===== src/rtl/amwd_pkg.sv =====
package amwd_pkg;
  localparam int AM_W  = 6;
  localparam int CAP_W = 1 << AM_W;

  typedef logic [AM_W-1:0] amod_t;

  function automatic int idx_width(input int n);
    return (n > 1) ? $clog2(n) : 1;
  endfunction
endpackage


===== src/rtl/amwd_fn_match.sv =====
module amwd_fn_match
  import amwd_pkg::*;
#(
  parameter int ADDR_W   = 32,
  parameter bit EXACT_AM = 1'b1
) (
  input  logic              en_i,
  input  logic [ADDR_W-1:0] addr_i,
  input  amod_t             amod_i,
  input  logic [ADDR_W-1:0] win_addr_i,
  input  amod_t             win_am_i,
  input  logic [ADDR_W-1:0] mask_i,
  input  logic [CAP_W-1:0]  cap_i,
  output logic              match_o
);
  logic armed;
  logic addr_ok;
  logic am_ok;

  assign armed   = |mask_i;
  assign addr_ok = ((addr_i ^ win_addr_i) & mask_i) == '0;

  generate
    if (EXACT_AM) begin : g_exact
      logic unused_cap;
      assign unused_cap = ^cap_i;
      assign am_ok      = (amod_i == win_am_i);
    end else begin : g_capmap
      logic unused_am;
      assign unused_am = ^win_am_i;
      assign am_ok     = cap_i[amod_i];
    end
  endgenerate

  assign match_o = en_i & armed & addr_ok & am_ok;
endmodule


===== src/rtl/amwd_prio_pick.sv =====
module amwd_prio_pick #(
  parameter int N     = 4,
  parameter int IDX_W = 2
) (
  input  logic [N-1:0]     req_i,
  output logic             any_o,
  output logic [IDX_W-1:0] idx_o
);
  always_comb begin
    idx_o = '0;
    for (int i = N - 1; i >= 0; i--) begin
      if (req_i[i]) idx_o = IDX_W'(i);
    end
  end

  assign any_o = |req_i;
endmodule


===== src/rtl/amod_window_decoder.sv =====
module amod_window_decoder
  import amwd_pkg::*;
#(
  parameter int NUM_FN   = 4,
  parameter int ADDR_W   = 32,
  parameter bit EXACT_AM = 1'b1
) (
  input  logic                              clk_i,
  input  logic                              rst_ni,
  input  logic                              mod_en_i,
  input  logic [ADDR_W-1:0]                 addr_i,
  input  logic [5:0]                        amod_i,
  input  logic [NUM_FN*(ADDR_W+6)-1:0]      cmp_i,
  input  logic [NUM_FN*ADDR_W-1:0]          mask_i,
  input  logic [NUM_FN*64-1:0]              capmap_i,
  output logic                              hit_o,
  output logic [idx_width(NUM_FN)-1:0]      hit_fn_o,
  output logic [ADDR_W-1:0]                 offset_o
);
  localparam int IDX_W = idx_width(NUM_FN);
  localparam int CW    = ADDR_W + AM_W;

  logic [NUM_FN-1:0] match;
  logic              any_d;
  logic [IDX_W-1:0]  idx_d;
  logic [ADDR_W-1:0] sel_mask;
  logic [ADDR_W-1:0] off_d;
  logic              upd_en;

  logic              hit_q;
  logic [IDX_W-1:0]  fn_q;
  logic [ADDR_W-1:0] off_q;

  generate
    for (genvar f = 0; f < NUM_FN; f++) begin : g_fn
      logic [CW-1:0] word;
      assign word = cmp_i[f*CW +: CW];

      amwd_fn_match #(
        .ADDR_W  (ADDR_W),
        .EXACT_AM(EXACT_AM)
      ) u_match (
        .en_i      (mod_en_i),
        .addr_i    (addr_i),
        .amod_i    (amod_i),
        .win_addr_i(word[CW-1:AM_W]),
        .win_am_i  (word[AM_W-1:0]),
        .mask_i    (mask_i[f*ADDR_W +: ADDR_W]),
        .cap_i     (capmap_i[f*CAP_W +: CAP_W]),
        .match_o   (match[f])
      );
    end
  endgenerate

  amwd_prio_pick #(
    .N    (NUM_FN),
    .IDX_W(IDX_W)
  ) u_pick (
    .req_i(match),
    .any_o(any_d),
    .idx_o(idx_d)
  );

  // next-state
  always_comb begin
    sel_mask = '0;
    for (int f = 0; f < NUM_FN; f++) begin
      if (idx_d == IDX_W'(f)) sel_mask = mask_i[f*ADDR_W +: ADDR_W];
    end
    off_d  = addr_i & ~sel_mask;
    upd_en = any_d;
  end

  // registers
  always_ff @(posedge clk_i or negedge rst_ni) begin
    if (!rst_ni) begin
      hit_q <= 1'b0;
      fn_q  <= '0;
      off_q <= '0;
    end else begin
      hit_q <= any_d;
      if (upd_en) begin
        fn_q  <= idx_d;
        off_q <= off_d;
      end
    end
  end

  assign hit_o    = hit_q;
  assign hit_fn_o = fn_q;
  assign offset_o = off_q;
endmodule


===== config.mk =====
export PLATFORM = sky130hd
export DESIGN_NAME = amod_window_decoder
export DESIGN_NICKNAME = d
export VERILOG_FILES = /design/src/rtl/amwd_pkg.sv /design/src/rtl/amwd_fn_match.sv /design/src/rtl/amwd_prio_pick.sv /design/src/rtl/amod_window_decoder.sv
export SDC_FILE = /design/constraint.sdc
export NUM_CORES = 1
export LEC_CHECK = 0
export BUFFER_PORTS_ARGS = -buffer_cell sky130_fd_sc_hd__buf_2
export CORE_AREA = 4 4 234 236
export CTS_CLUSTER_SIZE = 14
export DETAILED_ROUTE_END_ITERATION = 6
export DIE_AREA = 0 0 238 240
export PLACE_DENSITY = 0.34
export SYNTH_ARGS = -nofsm -noshare
export SYNTH_HDL_FRONTEND = slang
export SYNTH_SLANG_ARGS = --single-unit

===== constraint.sdc =====
create_clock -name clk_i -period 1.71 [get_ports clk_i]
set_input_delay 0.0855 -clock clk_i [delete_from_list [all_inputs] [get_ports clk_i]]
set_output_delay 0.0855 -clock clk_i [all_outputs]
set_load 0.02 [all_outputs]

==> results.py <==
metrics = {
    "grt": {
        "grt_max_degree": 25,
        "grt_antenna_before_repair": 44,
        "grt_pass1_vias": 8072,
        "grt_usage": 0.184,
        "gr-total-overflow": 0,
        "grt_pass1_wl_mm": 71.1,
    },
    "power": {
        "p_leak_uw": 0.00500,
        "powerDensity_mw_per_mm2": 403,
        "ir_worst_vdd_mv": 0.289,
        "finalPower_uw": 4270,
    },
    "sta": {
        "tightestPinTransition_ps": 632,
        "fmax_mhz": 443,
        "setup_viol": 35,
        "finalHoldViolCount": 0,
        "min_period_ps": 2260,
        "whs_ps": 153,
        "layout_setup_ws_ps": -546,
        "rsz0062_at_grt": "yes",
        "post-route-period-util": 1.32,
        "clock_skew_ps": 0,
        "drv_slew": 0,
        "slew_headroom": 0.574,
    },
    "clock_tree": {
        "numCtsBuffers": 5,
        "clk_pin_slew_ps": 70,
        "cts_sinks": 35,
        "tritoncts": "yes",
        "clock_latency_ps": 300,
        "cts_buffer_depth": 2,
        "cts-htree-levels": 2,
        "cts_root_buf": "clkbuf_16",
    },
    "route": {
        "drtIter0Drc": 435,
        "wl_mm": 55.6,
        "drc": 0,
        "antenna_left": 0,
        "first_pass_iters": 5,
        "vias": 7671,
        "wl_per_cell_um": 29.8,
        "vias_per_cell": 4.12,
    },
    "setup_path": {
        "critPathKind": "in -> reg",
        "slowest_delay_ps": 600,
        "crit_arrival_ps": 2500,
        "cp_max_fo": 7,
        "reg2reg_slack_ps": 930,
        "cp-end-kind": "flop",
        "r2r-start": "offset_o[5]$_DFFE_PN0P_",
        "required_ps": 1950,
        "cp-startpoint": "amod_i[2]",
        "critical-path-slowest-cell": "or4_4",
        "regToRegEndpoint": "offset_o[5]$_DFFE_PN0P_",
        "crit_chain": "buf_6, xor2_2, or4_4, or4_4, or2_4, a31oi_4, buf_12, buf_12, nand2b_4, a32o_1",
        "reg2reg_depth": 1,
        "setup.worst_path.start_class": "input port",
    },
    "logic_synthesis": {
        "syn_inst": 590,
        "syn_area_mm2": 0.00483,
        "yosysWarnings": 0,
        "ys_ff_latch": 35,
        "synth_nets": 1167,
        "syn_area_per_cell_um2": 8.19,
        "ys_types": 31,
        "synth-seq-area-share": 0.181,
    },
    "floorplan": {
        "die_y_um": 240,
        "ios": 612,
        "die-area_mm2": 0.0571,
        "die_x_um": 238,
        "num_rows": 84,
        "start_util": 0.0921,
        "core-area_mm2": 0.0524,
    },
    "run_status": {
        "status": "finished, violations left",
        "violations": "negative setup slack",
    },
    "layout": {
        "drive_gt1_frac": 0.656,
        "layout_commonest_cell": "buf_2",
        "area_growth_pct": 119,
        "layout_common_cells": "344 x buf_2, 233 x buf_4, 109 x xor2_1",
        "fillers": 5932,
        "finalNonFillerCells": 1862,
        "final_net_count": 1742,
    },
    "place": {
        "hpwl_mm": 49.5,
        "gp_congestion": 0.877,
        "io_buffers": 355,
        "dp.cells": 1827,
    },
    "worst_hold_path": {
        "min_path_cells": 3,
        "hold_end": "offset_o[25]$_DFFE_PN0P_",
        "hold_class": "in -> reg",
        "min-delay-start": "mask_i[25]",
    },
    "run": {
        "drv_cap": 0,
    },
}
[timing repair]
action | 4_1_cts | 5_1_grt
hold endpoints to repair | 14 | 0
pin swaps | 52 | 46
setup endpoints to repair | 35 | 35
hold buffers | 1 | 0
gates cloned | 3 | 2
buffers inserted | 14 | 5
gates resized for setup | 90 | 103
[critical path: cells and delay by family]
family | cells | cell delay, ps
XOR/XNOR | 1 | 170
AO/OA/AOI/OAI | 2 | 360
AND/OR/NAND/NOR | 4 | 1460
buffers and inverters | 3 | 400
[final cells by class]
type                    count  area [µm²]  share of cell area
clock inverters             3        67.6             0.00638
diodes                      8        20.0             0.00189
flip-flops and latches     35         876              0.0827
inverters                  32         120              0.0113
clock buffers               5         125              0.0118
well taps                 688         861              0.0812
repair buffers            625        4200               0.397
multi-input cells         466        4320               0.408
[power breakdown]
part           internal [µW]  switching [µW]
Sequential               828           0.128
Combinational           1000            1150
Clock                    838             453
Total                   2670            1600
[kinds of logic (layout without fill, tap and decap cells)]
family / Yosys count / count (layout) / synth area share
DFF: 35 / 35 / 0.181
buffers and inverters: 89 / 665 / 0.0862
and+or+nand+nor: 147 / 147 / 0.167
xor gates and xnor gates: 152 / 152 / 0.276
AOI/OAI and AO/OA: 167 / 167 / 0.290
other: 0 / 8 / 0
[synthesized netlist by cell type]
library cell | count | area (µm²)
or2_0 | 1 | 6.26
o22ai_1 | 10 | 62.6
o221ai_1 | 32 | 280
o2111ai_1 | 1 | 8.76
buf_2 | 6 | 30.0
a21oi_1 | 1 | 5.00
a22o_1 | 3 | 26.3
a21boi_0 | 2 | 15.0
nand2_1 | 9 | 33.8
a221oi_1 | 3 | 26.3
dfrtp_1 | 35 | 876
buf_6 | 10 | 113
a32o_1 | 2 | 20.0
nor4_1 | 38 | 238
a31oi_4 | 1 | 21.3
nand4_1 | 22 | 138
xor2_1 | 115 | 1010
o21ai_0 | 3 | 15.0
o2bb2ai_2 | 10 | 150
or4_1 | 4 | 30.0
clkbuf_1 | 41 | 154
inv_1 | 32 | 120
nor2_1 | 37 | 139
o211ai_1 | 33 | 248
nor2b_1 | 30 | 188
o2bb2ai_1 | 20 | 175
nand3_1 | 1 | 5.00
a22oi_1 | 46 | 345
nand2b_1 | 3 | 18.8
xnor2_1 | 37 | 324
and2_1 | 2 | 12.5
[how the worst max path moves through the flow]
stage | cells after the start | to
after floorplan | 11 | offset_o[22]$_DFFE_PN0P_
after global placement | 12 | offset_o[10]$_DFFE_PN0P_
after detailed placement | 12 | hit_o$_DFF_PN0_
after CTS | 13 | offset_o[11]$_DFFE_PN0P_
after global routing | 12 | offset_o[23]$_DFFE_PN0P_
final | 10 | offset_o[23]$_DFFE_PN0P_
[per-stage QoR]
stage               worst slack (ps)  utilization  setup TNS (ps)  instance area, µm²
finish                          -546        0.202          -15890               10600
global route                    -592        0.202          -17320               10600
CTS                             -555        0.192          -17230               10000
detailed placement             -1160        0.175          -37230                9190
global placement               -1150        0.175          -36700                9190
floorplan                       -479            -          -14530                4910
[registers in the layout, summed over array words and instances, names as in the netlist]
register / cells
hit_fn_o: 2
hit_o: 1
offset_o: 32
[routing by layer]
metal	global-route usage	part of all wire	vias up
met4	0.0234	0.012	64
met1	0.240	0.44	3683
met2	0.278	0.42	460
li1	-	-	3370
met5	0	0.0068	-
met3	0.0977	0.13	94
No activity file was read; power rests on OpenSTA's default activity.
